File: src/rtl/srp_pkg.sv
package srp_pkg;

   typedef enum logic {
      EDGE_RISE_VALID = 1'b0,
      EDGE_FALL_VALID = 1'b1
   } out_edge_e;

   function automatic int frame_bits(int dw);
      return 2 * dw;
   endfunction

   function automatic int cnt_width(int dw);
      return $clog2(2 * dw + 1);
   endfunction

endpackage

File: src/rtl/srp_sync.sv
module srp_sync #(
   parameter int               STAGES  = 2,
   parameter int               W       = 1,
   parameter logic [W-1:0]     RST_VAL = '0
) (
   input  logic         clk,
   input  logic         rst_n,
   input  logic [W-1:0] d,
   output logic [W-1:0] q
);
   logic [W-1:0] chain [STAGES];

   for (genvar g = 0; g < STAGES; g++) begin : g_stage
      if (g == 0) begin : g_first
         always_ff @(posedge clk or negedge rst_n) begin
            if (!rst_n) chain[0] <= RST_VAL;
            else        chain[0] <= d;
         end
      end else begin : g_next
         always_ff @(posedge clk or negedge rst_n) begin
            if (!rst_n) chain[g] <= RST_VAL;
            else        chain[g] <= chain[g-1];
         end
      end
   end

   assign q = chain[STAGES-1];
endmodule

File: src/rtl/srp_frame.sv
module srp_frame #(
   parameter int DATA_W = 8,
   parameter int ADDR_W = 4,
   parameter int CNT_W  = 5
) (
   input  logic              clk,
   input  logic              rst_n,
   input  logic              sel,
   input  logic              rise,
   input  logic              sdi,
   output logic [CNT_W-1:0]  bit_cnt,
   output logic              cmd_valid,
   output logic              cmd_rd,
   output logic [ADDR_W-1:0] cmd_addr,
   output logic              wr_en,
   output logic [DATA_W-1:0] wr_data,
   output logic              rd_req
);
   localparam logic [CNT_W-1:0] CMD_LAST  = CNT_W'(DATA_W - 1);
   localparam logic [CNT_W-1:0] DATA_LAST = CNT_W'(2 * DATA_W - 1);
   localparam logic [CNT_W-1:0] FULL      = CNT_W'(2 * DATA_W);

   logic [DATA_W-1:0] shreg;
   logic [DATA_W-1:0] nxt;
   logic              take;

   assign nxt  = {sdi, shreg[DATA_W-1:1]};
   assign take = rise && (bit_cnt != FULL);

   always_ff @(posedge clk or negedge rst_n) begin
      if (!rst_n) begin
         shreg     <= '0;
         bit_cnt   <= '0;
         cmd_valid <= 1'b0;
         cmd_rd    <= 1'b0;
         cmd_addr  <= '0;
         wr_en     <= 1'b0;
         wr_data   <= '0;
         rd_req    <= 1'b0;
      end else begin
         wr_en  <= 1'b0;
         rd_req <= 1'b0;
         if (!sel) begin
            bit_cnt   <= '0;
            cmd_valid <= 1'b0;
            cmd_rd    <= 1'b0;
         end else if (take) begin
            shreg   <= nxt;
            bit_cnt <= bit_cnt + 1'b1;
            if (bit_cnt == CMD_LAST) begin
               cmd_valid <= 1'b1;
               cmd_rd    <= nxt[0];
               cmd_addr  <= nxt[ADDR_W:1];
               rd_req    <= nxt[0];
            end
            if ((bit_cnt == DATA_LAST) && !cmd_rd) begin
               wr_en   <= 1'b1;
               wr_data <= nxt;
            end
         end
      end
   end
endmodule

File: src/rtl/srp_tx.sv
module srp_tx
   import srp_pkg::*;
#(
   parameter int DATA_W = 8,
   parameter int CNT_W  = 5
) (
   input  logic              clk,
   input  logic              rst_n,
   input  logic              sel,
   input  logic              rise,
   input  logic              fall,
   input  logic              spol,
   input  logic [CNT_W-1:0]  bit_cnt,
   input  logic              load,
   input  logic [DATA_W-1:0] rdata,
   output logic              sdo,
   output logic              sdo_oe
);
   localparam int IDX_W = (DATA_W > 1) ? $clog2(DATA_W) : 1;
   localparam logic [CNT_W-1:0] FIRST = CNT_W'(DATA_W);
   localparam logic [CNT_W-1:0] LAST  = CNT_W'(2 * DATA_W - 1);
   localparam logic [CNT_W-1:0] FULL  = CNT_W'(2 * DATA_W);

   logic [DATA_W-1:0] obuf;
   logic              rd_act;
   logic              in_data;
   logic [IDX_W-1:0]  idx;
   out_edge_e         mode;

   assign mode    = out_edge_e'(spol);
   assign in_data = (bit_cnt >= FIRST) && (bit_cnt <= LAST);
   assign idx     = IDX_W'(bit_cnt - FIRST);

   always_ff @(posedge clk or negedge rst_n) begin
      if (!rst_n) begin
         obuf   <= '0;
         rd_act <= 1'b0;
         sdo    <= 1'b0;
         sdo_oe <= 1'b0;
      end else if (!sel) begin
         rd_act <= 1'b0;
         sdo_oe <= 1'b0;
      end else if (load) begin
         obuf   <= rdata;
         rd_act <= 1'b1;
         if (mode == EDGE_RISE_VALID) begin
            sdo    <= rdata[0];
            sdo_oe <= 1'b1;
         end
      end else if (rd_act) begin
         unique case (mode)
            EDGE_RISE_VALID: begin
               if (fall && in_data && (bit_cnt != FIRST)) sdo <= obuf[idx];
               else if (rise && (bit_cnt == LAST))        sdo_oe <= 1'b0;
            end
            EDGE_FALL_VALID: begin
               if (rise && in_data) begin
                  sdo    <= obuf[idx];
                  sdo_oe <= 1'b1;
               end else if (fall && (bit_cnt == FULL)) begin
                  sdo_oe <= 1'b0;
               end
            end
            default: ;
         endcase
      end
   end
endmodule

File: src/rtl/srp_port.sv
module srp_port
   import srp_pkg::*;
#(
   parameter int DATA_W      = 8,
   parameter int ADDR_W      = 4,
   parameter int SYNC_STAGES = 2
) (
   input  logic              clk,
   input  logic              rst_n,
   input  logic              sclk,
   input  logic              cs_n,
   input  logic              sdi,
   input  logic              spol,
   output logic              sdo,
   output logic              sdo_oe,
   output logic [ADDR_W-1:0] reg_addr,
   output logic              reg_we,
   output logic [DATA_W-1:0] reg_wdata,
   output logic              reg_re,
   input  logic [DATA_W-1:0] reg_rdata
);
   localparam int CNT_W      = cnt_width(DATA_W);
   localparam int FRAME_BITS = frame_bits(DATA_W);

   if (DATA_W < 2)          begin : g_bad_dw  $error("DATA_W must be at least 2");        end
   if (ADDR_W + 1 > DATA_W) begin : g_bad_aw  $error("command byte cannot hold ADDR_W"); end
   if (SYNC_STAGES < 2)     begin : g_bad_ss  $error("SYNC_STAGES must be at least 2");   end

   logic [2:0]       pins_q;
   logic             s_cs_n, s_sclk, s_sdi, s_sclk_d;
   logic             sel, rise, fall;
   logic [CNT_W-1:0] bit_cnt;
   logic             cmd_valid, cmd_rd, rd_req;

   srp_sync #(.STAGES(SYNC_STAGES), .W(3), .RST_VAL(3'b100)) u_sync (
      .clk(clk), .rst_n(rst_n), .d({cs_n, sclk, sdi}), .q(pins_q)
   );
   assign {s_cs_n, s_sclk, s_sdi} = pins_q;

   always_ff @(posedge clk or negedge rst_n) begin
      if (!rst_n) s_sclk_d <= 1'b0;
      else        s_sclk_d <= s_sclk;
   end

   assign sel  = ~s_cs_n;
   assign rise = sel &  s_sclk & ~s_sclk_d;
   assign fall = sel & ~s_sclk &  s_sclk_d;

   srp_frame #(.DATA_W(DATA_W), .ADDR_W(ADDR_W), .CNT_W(CNT_W)) u_frame (
      .clk(clk), .rst_n(rst_n), .sel(sel), .rise(rise), .sdi(s_sdi),
      .bit_cnt(bit_cnt), .cmd_valid(cmd_valid), .cmd_rd(cmd_rd),
      .cmd_addr(reg_addr), .wr_en(reg_we), .wr_data(reg_wdata), .rd_req(rd_req)
   );

   srp_tx #(.DATA_W(DATA_W), .CNT_W(CNT_W)) u_tx (
      .clk(clk), .rst_n(rst_n), .sel(sel), .rise(rise), .fall(fall),
      .spol(spol), .bit_cnt(bit_cnt), .load(rd_req), .rdata(reg_rdata),
      .sdo(sdo), .sdo_oe(sdo_oe)
   );

   assign reg_re = rd_req;
endmodule

File: config.mk
export PLATFORM = sky130hd
export DESIGN_NAME = srp_port
export DESIGN_NICKNAME = d
export VERILOG_FILES = /design/src/rtl/srp_pkg.sv /design/src/rtl/srp_sync.sv /design/src/rtl/srp_frame.sv /design/src/rtl/srp_tx.sv /design/src/rtl/srp_port.sv
export SDC_FILE = /design/constraint.sdc
export NUM_CORES = 1
export LEC_CHECK = 0
export BUFFER_PORTS_ARGS = -buffer_cell sky130_fd_sc_hd__buf_2
export CAP_MARGIN = 20
export CORE_UTILIZATION = 52
export CTS_BUF_LIST = sky130_fd_sc_hd__clkbuf_4 sky130_fd_sc_hd__clkbuf_8
export DETAILED_ROUTE_END_ITERATION = 10
export PLACE_DENSITY = 0.84
export SETUP_SLACK_MARGIN = 0.1
export SYNTH_ARGS = -nofsm -noshare
export SYNTH_HDL_FRONTEND = slang
export SYNTH_SLANG_ARGS = --single-unit
File: constraint.sdc
create_clock -name clk -period 1.7 [get_ports clk]
set_input_delay 0.085 -clock clk [delete_from_list [all_inputs] [get_ports clk]]
set_output_delay 0.085 -clock clk [all_outputs]
set_load 0.05 [all_outputs]
==> key figures, run 1 <==
Clock network
  • Clock tree root buffer cell: clkbuf_4
  • Clock input transition at the sequential cells of the worst setup and hold paths: 0.13 ns
  • Clk_lat worst skew: 0.36 ns
  • CTS tree: yes
  • CTS buffer count: 5
  • CTS Sinks: 45
  • Clock Path Buffers: 2
  • CTS H-tree lvls: 2

Min path
  • Hold endpoint: u_tx.sdo_oe
  • Hold Crit Depth: 3
  • Hold Path Class: primary input to flip-flop
  • Hold path start: spol

Routing
  • DRT iter0 DRCs: 70
  • Final ANT Viol Nets: 0
  • DRT Pass-1 Iters: 4
  • Post-route DRC: 0
  • Vias post-DR: 1325
  • Routed len/inst: 17.7 um
  • Final wirelength: 4330 um
  • Via/cell ratio: 5.41

Synth
  • Top FF cell, synth: dfrtp_1
  • Asr flop ratio synth: 1.00
  • Syn_area_per_cell: 13.6 um^2
  • Top post-synthesis cells by area: dfrtp_1 (57%), mux2_2 (14%), mux2_4 (3.2%)
  • Cells after synthesis: 138
  • Synth warn: 0
  • Synthesized net count: 155
  • EDFF count, synth: 0
  • Sequential fraction of the synthesis area: 0.599
  • Register bit total from synthesis: 45
  • Share of the synthesized area in the top cell type: 0.571
  • Yosys top cell by area: dfrtp_1
  • Post-synth cell types: 34
  • Synthesized area: 1880 um^2

Place
  • Place WS: -0.275 ns
  • Final HPWL DP: 2480 um
  • Port-buffer cells: 29
  • GP Congestion: 0.913

Die
  • Io pins: 30
  • Standard-cell rows: 21
  • Core Region: 3390 um^2
  • Initial core utilization: 0.556
  • Die area: 3870 um^2
  • Die extent in x: 62.2 um
  • Die Y: 62.2 um

Global routing
  • First-pass GRT wire length: 6620 um
  • Largest net degree at the start of global routing: 32
  • Global Route Usage Sum: 0.231
  • GRT Residual Overflow: 0
  • Vias in the first global route: 1388
  • Antenna violations before repair: 0

Worst setup path
  • CP Data Required Time: 1.98 ns
  • Crit start category: flip-flop
  • RR Startpoint: u_frame.bit_cnt[0]
  • Worst-path maximum fanout: 3
  • R2r worst-path depth: 7
  • Worst r2r dst: u_tx.sdo_oe
  • Setup CP Type: flip-flop to flip-flop
  • Critical Path Sink Type: flip-flop
  • Worst R2R Setup Slack: -0.09 ns
  • CP arrival: 2.07 ns

Timing
  • Final setup fails: 20
  • Max-slew violation count: 0
  • Min Hold Slack: 0.0882 ns
  • Final setup skew: 0.0109 ns
  • Worst-Margin Slew: 0.665 ns
  • F_max: 0.559 GHz
  • Fin. Hold Viols: 0
  • RSZ-0062 raised after global routing: true
  • Setup TNS Final: -0.669 ns
  • Final min period: 1.79 ns
  • Final worst slack: -0.0878 ns
  • Slew headroom: 0.556
  • Tcrit/Tclk final: 1.05

Pwr
  • Power density over the cells: 786 nW/um^2
  • Leakage: 1.23 nW
  • Peak supply drop: 0.550 mV

Finish
  • Most common cell after layout, fill and taps aside: dfrtp_1
  • Nets: 215
  • Commonest non-fill, non-tap cells in the layout: dfrtp_1 (42), buf_2 (29), mux2_2 (15), buf_4 (14)
  • Share of post-route cells with drive strength above 1: 0.518
  • Area Overhead vs Synth: 34.0%
  • Antenna cells: 0

Run
  • Max_cap viols: 0

Run status
  • Failing checks: setup timing
  • Outcome: finished, violations left
flip-flops by register name, summed over array words and instances (netlist names):
signal            flops
u_frame.bit_cnt       5
u_tx.rd_act           1
u_frame.shreg         7
u_frame.cmd_addr      4
u_sync.chain          3
u_sync.q              3
u_frame.wr_en         1
u_frame.cmd_rd        1
u_tx.sdo              1
u_frame.rd_req        1
u_tx.obuf             8
u_frame.wr_data       8
s_sclk_d              1
u_tx.sdo_oe           1
cell families (layout without fill, tap and decap cells):
group / after synthesis / count (layout) / synth area share
adder cells (fa/ha/maj): 3 / 3 / 0.0199
AO/OA/AOI/OAI: 15 / 15 / 0.0618
XOR/XNOR: 3 / 3 / 0.0140
multiplexers: 29 / 29 / 0.193
AND/OR/NAND/NOR: 30 / 32 / 0.0837
buffers and inverters: 13 / 72 / 0.0279
flip-flops: 45 / 45 / 0.599
area by class of cell:
| type | count | area [um^2] |
|---|---|---|
| Tap cell | 46 | 57.6 |
| Sequential cell | 45 | 1130 |
| Clock inverter | 1 | 7.51 |
| Timing Repair Buffer | 55 | 370 |
| Multi-Input combinational cell | 82 | 871 |
| Fill cell | 204 | 867 |
| Clock buffer | 7 | 52.6 |
| Inverter | 9 | 33.8 |
power breakdown:
| part | switching (mW) | internal [mW] | leakage [nW] |
|---|---|---|---|
| registers | 0.0705 | 1.15 | 0.595 |
| logic | 0.109 | 0.124 | 0.600 |
| clock network | 0.334 | 0.195 | 0.0324 |
| total | 0.513 | 1.47 | 1.23 |
layer usage:
metal,track usage,up-vias,part of all wire
li1,-,611,-
met5,0,-,0
met1,0.267,652,0.42
met2,0.396,49,0.51
met4,0.116,0,0.028
met3,0.0588,13,0.046
worst max-delay path, cell delays in order (launching register included):
cell	delay [ns]
dfrtp_1	0.42
inv_1	0.09
ha_2	0.23
nand4bb_1	0.19
buf_4	0.19
o22a_1	0.18
o2111a_1	0.25
a211oi_2	0.16
cells in the mapped netlist (2+ instances only):
cell,instances
nand2b_1,2
o31ai_1,3
buf_2,3
xnor2_1,3
a31oi_1,2
mux4_2,2
ha_1,3
a211oi_1,2
dfstp_2,2
nor2_1,11
dfrtp_1,43
mux2_2,23
mux2_4,4
nand3_1,2
and3_1,2
nand2_1,5
inv_1,9
how the worst max path moves through the flow:
stage | slack, ns | cells past startpoint | startpoint | to
floorplan | -0.11 | 5 | u_sync.q[2] | u_frame.cmd_addr[0]
global placement | -0.14 | 5 | u_frame.bit_cnt[0] | u_frame.shreg[2]
detailed placement | -0.27 | 5 | u_frame.bit_cnt[0] | u_frame.shreg[6]
CTS | -0.05 | 3 | s_sclk_d | u_frame.cmd_addr[3]
global route | -0.13 | 7 | u_frame.bit_cnt[0] | u_tx.sdo_oe
finish | -0.09 | 7 | u_frame.bit_cnt[0] | u_tx.sdo_oe
through the flow:
step	utilization	power, mW	cells	area (um^2)
floorplan	-	1.32	138	1910
global placement	0.643	1.40	221	2180
detailed placement	0.643	1.42	221	2180
CTS	0.715	1.97	243	2420
global route	0.744	2.08	245	2520
finish	0.744	1.98	245	2520
repair_timing:
item                                   in CTS  in global routing
gates resized for setup                    10                 18
setup endpoints to repair                  25                 26
gates cloned                                1                  1
hold buffers                               12                  0
setup buffers                               1                  1
endpoints found under the hold margin      39                  0
pin swaps                                   2                  2
(Power assumes the default switching activity.)
==> run 2: changes to the inputs <==
--- a/config.mk
+++ b/config.mk
@@ -11,6 +11,7 @@
 export CTS_BUF_LIST = sky130_fd_sc_hd__clkbuf_4 sky130_fd_sc_hd__clkbuf_8
 export DETAILED_ROUTE_END_ITERATION = 10
 export PLACE_DENSITY = 0.84
+export REMOVE_ABC_BUFFERS = 1
 export SETUP_SLACK_MARGIN = 0.1
 export SYNTH_ARGS = -nofsm -noshare
 export SYNTH_HDL_FRONTEND = slang
==> key figures, run 2 (synthesis results as in run 1) <==
Global routing
  • Antenna violations before repair: 0 (unchanged)
  • Global Route Usage Sum: 0.253 (+0.0221)
  • Vias in the first global route: 1457 (+5.0%)
  • First-pass GRT wire length: 7310 um (+11%)
  • GRT Residual Overflow: 0 (unchanged)
  • Largest net degree at the start of global routing: 19 (-41%)

Routing
  • DRT Pass-1 Iters: 4 (unchanged)
  • DRT iter0 DRCs: 61 (-13%)
  • Post-route DRC: 0 (unchanged)
  • Via/cell ratio: 5.66 (+4.6%)
  • Final ANT Viol Nets: 0 (unchanged)
  • Routed len/inst: 19.1 um (+8.1%)
  • Vias post-DR: 1403 (+5.9%)
  • Final wirelength: 4730 um (+9.4%)

Finish
  • Area Overhead vs Synth: 39.9%
  • Top Registers: u_frame.wr_data x8, u_tx.obuf x8, u_frame.shreg x7
  • Antenna cells: 0 (unchanged)
  • Commonest non-fill, non-tap cells in the layout: dfrtp_1 (43), buf_2 (29), mux2_4 (18), buf_4 (14), dlygate4sd3_1 (12)
  • Filler cells: 184 (-9.8%)
  • Share of post-route cells with drive strength above 1: 0.540 (+0.0220)
  • Sequential cell area: 1130 um^2 (-0.11%)
  • Finished Layout Cells: 248 (+1.2%)
  • Final core occ: 0.777 (+0.0329)
  • Most common cell after layout, fill and taps aside: dfrtp_1
  • Multi-input combinational cell area: 893 um^2 (+2.6%)
  • Nets: 218 (+1.4%)

Clock network
  • Clock Path Buffers: 2 (unchanged)
  • CTS Sinks: 45 (unchanged)
  • Clk_lat worst skew: 0.38 ns (+0.02 ns)
  • Clock input transition at the sequential cells of the worst setup and hold paths: 0.12 ns (about the same)
  • CTS tree: yes
  • CTS buffer count: 5 (unchanged)
  • CTS H-tree lvls: 2 (unchanged)
  • Clock tree root buffer cell: clkbuf_4

Die
  • Standard-cell rows: 21 (unchanged)
  • Die area: 3870 um^2 (unchanged)
  • Die Y: 62.2 um (unchanged)
  • Initial core utilization: 0.556 (unchanged)
  • Die extent in x: 62.2 um (unchanged)
  • Core Region: 3390 um^2 (unchanged)
  • Io pins: 30 (unchanged)

Place
  • Place WS: -0.0936 ns (+0.181 ns)
  • Final HPWL DP: 2710 um (+9.1%)
  • GP Congestion: 0.835 (-8.5%)
  • Placed Cells: 223 (+0.90%)
  • Port-buffer cells: 29 (unchanged)

Timing
  • Max-slew violation count: 0 (unchanged)
  • Worst-Margin Slew: 0.394 ns (-0.272 ns)
  • Final setup fails: 6 (-70%)
  • Final min period: 1.74 ns (-0.0448 ns)
  • Final setup skew: 0.0225 ns (+0.0116 ns)
  • F_max: 0.574 GHz (+2.6%)
  • Setup TNS Final: -0.149 ns (+0.521 ns)
  • Fin. Hold Viols: 0 (unchanged)
  • Tcrit/Tclk final: 1.03 (-0.0263)
  • Final worst slack: -0.0430 ns (+0.0448 ns)
  • RSZ-0062 raised after global routing: true
  • Slew headroom: 0.738 (+0.181)

Worst setup path
  • Worst R2R Setup Slack: -0.04 ns (+0.04 ns)
  • Crit path to: u_frame.cmd_addr[1]
  • R2r worst-path depth: 4 (-3)
  • RR Startpoint: u_frame.bit_cnt[1]
  • CP arrival: 2.00 ns (-0.07 ns)
  • Worst path max stage delay: 0.57 ns (+0.15 ns)
  • Critical Path Sink Type: flip-flop
  • Cells along the critical path: ha_2 > nand2_1 > or4_4 > mux2_4
  • Levels on crit path: 4 (-3)
  • Crit start category: flip-flop
  • Setup CP Type: flip-flop to flip-flop
  • Crit. Startpoint: u_frame.bit_cnt[1]
  • CP Data Required Time: 1.96 ns (-0.02 ns)
  • Slowest cell on the critical path: or4_4
  • Worst-path maximum fanout: 6 (+3)
  • CP top delay family: simple AND/OR/NAND/NOR gates
  • Buf/Inv on CP: 0 (-2)
  • Worst r2r dst: u_frame.cmd_addr[1]

Pwr
  • Leakage: 1.30 nW (+6.0%)
  • Pwr Total: 2.07 mW (+4.3%)
  • Peak supply drop: 0.703 mV (+28%)
  • Power density over the cells: 785 nW/um^2 (about the same)

Run status
  • Outcome: finished, violations left
  • Failing checks: setup timing

Run
  • Max_cap viols: 0 (unchanged)

Min path
  • Hold Path Class: primary input to flip-flop
[run 2: cell types whose count changed in the layout (fill, tap and decap cells not counted), moves of 2 or more]
| cell | change |
|---|---|
| buf_6 | +2 |
| nor2_2 | -3 |
| clkbuf_4 | -2 |
| inv_2 | +2 |
| mux2_2 | -6 |
| mux2_4 | +6 |
| inv_1 | -2 |
[run 2: tightest hold or removal path: cells and delay by family]
family | cells | cell delay, ns
buf+inv | 1 | 0.15
compound gates | 2 | 0.18
[run 2: final cells by class]
class	instances	share of cell area
multi-input cells	80	0.339
clock inverters	2	0.00523
inverters	9	0.0128
flip-flops and latches	45	0.429
clock buffers	6	0.0195
well taps	46	0.0219
repair buffers	60	0.173
[run 2: how the worst min path moves through the flow]
stage | start | to | slack, ns | depth (start not counted)
2_1_floorplan | rst_n | s_sclk_d | -0.21 | 0
3_5_place_dp | rst_n | u_frame.wr_data[1] | 0.02 | 1
4_1_cts | spol | u_tx.sdo_oe | 0.05 | 3
5_1_grt | spol | u_tx.sdo_oe | 0.07 | 3
6_report | spol | u_tx.sdo_oe | 0.09 | 3
3_3_place_gp | rst_n | u_frame.wr_data[1] | 0.02 | 1
[run 2: where the power goes]
group	internal, mW	switching (mW)	leakage, nW	total, mW
Combinational	0.162	0.112	0.666	0.274
Clock	0.202	0.344	0.0382	0.546
Sequential	1.15	0.0982	0.597	1.25
Total	1.51	0.555	1.30	2.07
[run 2: repair_timing]
| action | 4_1_cts | 5_1_grt |
|---|---|---|
| pin swaps | 1 | 6 |
| endpoints found under the setup margin | 24 | 26 |
| hold buffers | 12 | 0 |
| gates resized for setup | 30 | 20 |
| setup buffers | 1 | 3 |
| hold endpoints to repair | 55 | 0 |
| cloned | 1 | 0 |
[run 2: metal layers]
metal  vias up  wire length [um]  track usage
met5         -                 0            0
met4         0               124        0.140
met3        15               217       0.0404
met2        46              2390        0.409
met1       722              2000        0.326
li1        620                 -            -
[run 2: through the flow]
stage / hold slack, ns / instance area [um^2]
finish: 0.0913 / 2630
global route: 0.0720 / 2630
global placement: 0.0178 / 2180
CTS: 0.0474 / 2520
floorplan: -0.211 / 1860
detailed placement: 0.0234 / 2180
